### src/rtl/uart_line_buffer.sv
module uart_line_buffer #(
  parameter int BIT_CLKS = 234,
  parameter int CHARS    = 16,
  parameter int CHAR_W   = 8
) (
  input  logic                       clk,
  input  logic                       rst_n,
  input  logic                       rx_in,
  input  logic [$clog2(CHARS)-1:0]   rd_index,
  output logic [CHAR_W-1:0]          rd_char,
  output logic                       byte_ready,
  output logic [CHAR_W-1:0]          rx_data
);
  localparam int HALF  = BIT_CLKS / 2;
  localparam int CNT_W = $clog2(BIT_CLKS + 1);
  localparam int IDX_W = $clog2(CHARS);
  localparam int BIT_W = $clog2(CHAR_W);
  localparam logic [CNT_W-1:0] HALF_C = CNT_W'(HALF);
  localparam logic [CNT_W-1:0] LAST_C = CNT_W'(BIT_CLKS - 1);
  localparam logic [BIT_W-1:0] TOP_BIT = BIT_W'(CHAR_W - 1);
  localparam logic [CHAR_W-1:0] CODE_BS  = CHAR_W'(8);
  localparam logic [CHAR_W-1:0] CODE_DEL = CHAR_W'(127);
  localparam logic [CHAR_W-1:0] CODE_SP  = CHAR_W'(32);

  typedef enum logic [2:0] {RX_IDLE, RX_START, RX_WAIT, RX_SAMPLE, RX_STOP} rx_state_t;
  typedef enum logic [1:0] {CAP_LOW, CAP_HIGH, CAP_SAVE} cap_state_t;

  rx_state_t   rx_state;
  cap_state_t  cap_state;
  logic [CNT_W-1:0]        tick;
  logic [BIT_W-1:0]        bit_num;
  logic [IDX_W-1:0]        cursor;
  logic [CHARS*CHAR_W-1:0] line;
  logic                    erase;
  logic [IDX_W-1:0]        back;

  assign erase   = (rx_data == CODE_BS) || (rx_data == CODE_DEL);
  assign back    = cursor - 1'b1;
  assign rd_char = line[rd_index*CHAR_W +: CHAR_W];

  always_ff @(posedge clk) begin
    if (!rst_n) begin
      rx_state   <= RX_IDLE;
      tick       <= '0;
      bit_num    <= '0;
      rx_data    <= '0;
      byte_ready <= 1'b0;
    end else begin
      case (rx_state)
        RX_IDLE: if (!rx_in) begin
          rx_state   <= RX_START;
          tick       <= CNT_W'(1);
          bit_num    <= '0;
          byte_ready <= 1'b0;
        end
        RX_START: begin
          if (tick == HALF_C) begin
            rx_state <= RX_WAIT;
            tick     <= CNT_W'(1);
          end else tick <= tick + 1'b1;
        end
        RX_WAIT: begin
          tick <= tick + 1'b1;
          if (tick == LAST_C) rx_state <= RX_SAMPLE;
        end
        RX_SAMPLE: begin
          tick     <= CNT_W'(1);
          rx_data  <= {rx_in, rx_data[CHAR_W-1:1]};
          bit_num  <= bit_num + 1'b1;
          rx_state <= (bit_num == TOP_BIT) ? RX_STOP : RX_WAIT;
        end
        RX_STOP: begin
          tick <= tick + 1'b1;
          if (tick == LAST_C) begin
            rx_state   <= RX_IDLE;
            tick       <= '0;
            byte_ready <= 1'b1;
          end
        end
        default: rx_state <= RX_IDLE;
      endcase
    end
  end

  always_ff @(posedge clk) begin
    if (!rst_n) begin
      cap_state <= CAP_LOW;
      cursor    <= '0;
      line      <= '0;
    end else begin
      case (cap_state)
        CAP_LOW:  if (!byte_ready) cap_state <= CAP_HIGH;
        CAP_HIGH: if (byte_ready)  cap_state <= CAP_SAVE;
        CAP_SAVE: begin
          if (erase) begin
            cursor <= back;
            line[back*CHAR_W +: CHAR_W] <= CODE_SP;
          end else begin
            cursor <= cursor + 1'b1;
            line[cursor*CHAR_W +: CHAR_W] <= rx_data;
          end
          cap_state <= CAP_LOW;
        end
        default: cap_state <= CAP_LOW;
      endcase
    end
  end
endmodule

### config.mk
export PLATFORM = sky130hd
export DESIGN_NAME = uart_line_buffer
export DESIGN_NICKNAME = d
export VERILOG_FILES = /design/src/rtl/uart_line_buffer.sv
export SDC_FILE = /design/constraint.sdc
export NUM_CORES = 1
export LEC_CHECK = 0
export BUFFER_PORTS_ARGS = -buffer_cell sky130_fd_sc_hd__buf_2
export CAP_MARGIN = 20
export CORE_MARGIN = 3
export CORE_UTILIZATION = 35
export CTS_CLUSTER_SIZE = 28
export DETAILED_ROUTE_END_ITERATION = 12
export PLACE_DENSITY = 0.56
export SLEW_MARGIN = 15
export SYNTH_ARGS = -nofsm -noshare
export SYNTH_HDL_FRONTEND = slang
export SYNTH_SLANG_ARGS = --single-unit
### constraint.sdc
create_clock -name clk -period 8.4 [get_ports clk]
set_clock_uncertainty 0.15 [all_clocks]
set_input_delay 0.84 -clock clk [delete_from_list [all_inputs] [get_ports clk]]
set_output_delay 0.84 -clock clk [all_outputs]
set_load 0.03 [all_outputs]
==> results.ini <==
[status]
outcome=finished, final reports clean

[place]
last_weighted_congestion_value_of_the_routability_driven_placer=0.928
numPortBuffers=23
dp_hpwl_um=17100

[power_and_ir_drop]
leak_pwr_uw=0.00287
design_power_total_uw=1620
vdd_ir_drop_max_v=0.000119
p_per_area_nw_per_um2=186

[clock_network]
cts-hold-fix-buffers=0
postCtsSetupBuffers=0
number_of_gates_given_a_new_drive_strength_after_cts=0
clkTransAtPathRegs_ns=0.06
clock_latency_ns=0.42
clock_tree.buffer_depth=2
clock_tree.htree_level_count=4
clock_buffers_created_by_tritoncts=17
cts_root_buffer=sky130_fd_sc_hd__clkbuf_16
cts_tree=yes
cts.sink_count=157

[critical_path]
worst_ep_required_time_ns=8.62
worstSetupStartpointType=register
end_kind=register
r2r_cells=11
critical_path_arrival_ns=4.22
reg2reg_from=cursor[0]
crit_slowest_cell=sky130_fd_sc_hd__ha_1
crit_top_cell=sky130_fd_sc_hd__ha_1
worstPathCellList=buf_4 -> inv_1 -> ha_1 -> nand2_1 -> nor2b_1 -> ha_1 -> nor2_1 -> a21boi_1 -> nand3_1 -> a21oi_2 -> o221a_2
critical_path.max_stage_delay_ns=0.66
critPathBufInv=2
r2r_setup_slack_ns=4.41
worstReg2RegEnd=line[125]
critical_path_start_end_classification=register to register
crit_family=compound AO/OA/AOI/OAI gates
cp_max_fo=18

[floorplanning]
die_area_um2=24000
die_x_um=155
floorplan.core_area_um2=21400
ios=24
die_height_um=155
initial_core_util_pct=36.2
core.rowCount=53

[yosys]
synth.net_count=825
synth-edff-count=0
synth_commonest_cells=sky130_fd_sc_hd__dfxtp_1 (157), sky130_fd_sc_hd__nand2_1 (149), sky130_fd_sc_hd__o22ai_1 (53)
most_area_consuming_cells_after_synthesis=sky130_fd_sc_hd__dfxtp_1 (40%), sky130_fd_sc_hd__mux4_2 (12%), sky130_fd_sc_hd__nand2_1 (7.2%)
postSynth.topFlopCell=sky130_fd_sc_hd__dfxtp_1
synth.largest_area_cell=sky130_fd_sc_hd__dfxtp_1
synth_unique_cells=75
post-synth-top-area-fraction_pct=40.5
post_synth_inst_count=803
synth.most_common_cell=sky130_fd_sc_hd__dfxtp_1
synth_seq_cells=157
sequential_element_share_of_the_synthesized_area_pct=40.5
synth.yosys.warnings=0
post_synth.cell_area_avg_um2=9.67
post_synth_arst_share_pct=0
synth_area_um2=7760

[detailed_routing]
via_count=6507
drtIter0Drc=562
drt_drc_violations_left=0
routed_wl_um=25500
dr.pass1.iters=5
ant_nets=0
post_drt_via_cell_ratio=6.00
detail_route.wl_per_cell_um=23.5

[layout]
final_net_count=818
post_route_cells_drive_above_1_share_pct=18.4
fillerInstances=2113
syn_to_final_growth_pct=11.8
regArea_um2=3140
area_of_the_multi_input_gates_um2=4350

[sta]
count_of_endpoints_failing_setup_in_the_final_report=0
hold_viol_final=0
total_negative_slack_ns=0
finalWorstPathRequiredPeriod_ns=3.99
slew-limit-headroom_pct=21.0
timing.final.crit_share_pct=47.6
fmaxAchievable_mhz=250
worstMarginPinSlew_ns=1.18
fin_worst_hold_slack_ns=0.303
slew_violations=0
unrepaired_setup_endpoints_after_global_routing=no

[global_route]
grt_antenna_before_repair=3
grt_first_pass_wirelength_um=38700
globalRouteOverflowTotal=0
globalRouteTotalUtil_pct=21.3
largest_net_degree_at_the_start_of_global_routing=67
vias_in_the_first_global_route=6171

[min_path]
timing.hold.worst_endpoint=line[22]
hold_start=line[22]
hold_path_depth=2
holdCritPathClass=register to register

[job]
max-cap-violations=0

[worst max path at each step]
stage,startpoint,to,slack [ns],depth (start not counted)
5_1_grt,cursor[0],line[125],4.20,11
3_5_place_dp,rd_index[0],rd_char[0],4.39,4
2_1_floorplan,rd_index[0],rd_char[0],4.95,4
4_1_cts,rd_index[0],rd_char[5],4.38,4
3_3_place_gp,rd_index[0],rd_char[0],4.40,4
6_report,cursor[0],line[125],4.41,11
[layout by cell type, fill, tap and decap left out, types with 8 or more instances in the layout]
master                      instances
sky130_fd_sc_hd__nand3_1           41
sky130_fd_sc_hd__o21ai_0           23
sky130_fd_sc_hd__o22ai_1           53
sky130_fd_sc_hd__nor2b_1            8
sky130_fd_sc_hd__nand2_1          149
sky130_fd_sc_hd__buf_4              8
sky130_fd_sc_hd__nor3_1            13
sky130_fd_sc_hd__dfxtp_1          157
sky130_fd_sc_hd__mux4_2            40
sky130_fd_sc_hd__a32o_1            23
sky130_fd_sc_hd__nor2_1            36
sky130_fd_sc_hd__ha_1              15
sky130_fd_sc_hd__buf_2             21
sky130_fd_sc_hd__a21oi_1           24
sky130_fd_sc_hd__clkbuf_16         17
sky130_fd_sc_hd__o2bb2ai_1         12
sky130_fd_sc_hd__a31oi_1           10
sky130_fd_sc_hd__nand4_1            9
[layout make-up]
| cell class | instances | share of cell area, % |
|---|---|---|
| inverter | 9 | 0.389 |
| tap | 275 | 3.97 |
| timing repair buffer | 30 | 2.08 |
| antenna | 1 | 0.0289 |
| clock buffer | 19 | 4.99 |
| multi-input combinational | 581 | 50.1 |
| sequential | 157 | 36.2 |
| clock inverter | 13 | 2.18 |
[tightest hold or removal path, cell delays in order (launching register included)]
cell,delay [ns]
sky130_fd_sc_hd__dfxtp_1,0.31
sky130_fd_sc_hd__nand2_1,0.05
sky130_fd_sc_hd__o21ai_1,0.05
[metal layers]
layer / up-vias / share of wire (%) / wire (µm) / global-route usage, %
li1: 3007 / - / - / -
met1: 3145 / 44 / 11200 / 29.9
met2: 299 / 44 / 11100 / 31.2
met3: 52 / 9.5 / 2430 / 6.01
met4: 4 / 2.8 / 719 / 7.91
met5: - / 0.12 / 30 / 0
[through the flow]
| step | util (%) | setup slack, ns | instances | instance area [µm²] |
|---|---|---|---|---|
| floorplan | - | 4.95 | 803 | 7760 |
| detailed placement | 37.5 | 4.39 | 1051 | 8030 |
| global placement | 37.5 | 4.40 | 1051 | 8030 |
| global route | 40.5 | 4.20 | 1084 | 8670 |
| finish | 40.5 | 4.41 | 1085 | 8670 |
| CTS | 40.4 | 4.38 | 1083 | 8650 |
[where the power goes]
part           switching (µW)  total, µW  internal (µW)
logic                    32.9       47.9           15.0
registers                2.57        749            746
clock network             319        819            500
[registers in the layout, summed over array words and instances (netlist names)]
| name | cells |
|---|---|
| cursor | 4 |
| cap_state | 2 |
| line | 128 |
| bit_num | 3 |
| rx_data | 8 |
| rx_state | 3 |
| tick | 8 |
| byte_ready | 1 |
[cell families after synthesis]
logic type      share of synthesized area [%]
simple gates                             20.3
compound gates                           19.0
xor+xnor                                 1.82
mux                                      12.4
buf+inv                                  3.59
fa+ha+maj                                2.42
flops                                    40.5
Note: power is estimated with default switching activity, not from simulation.
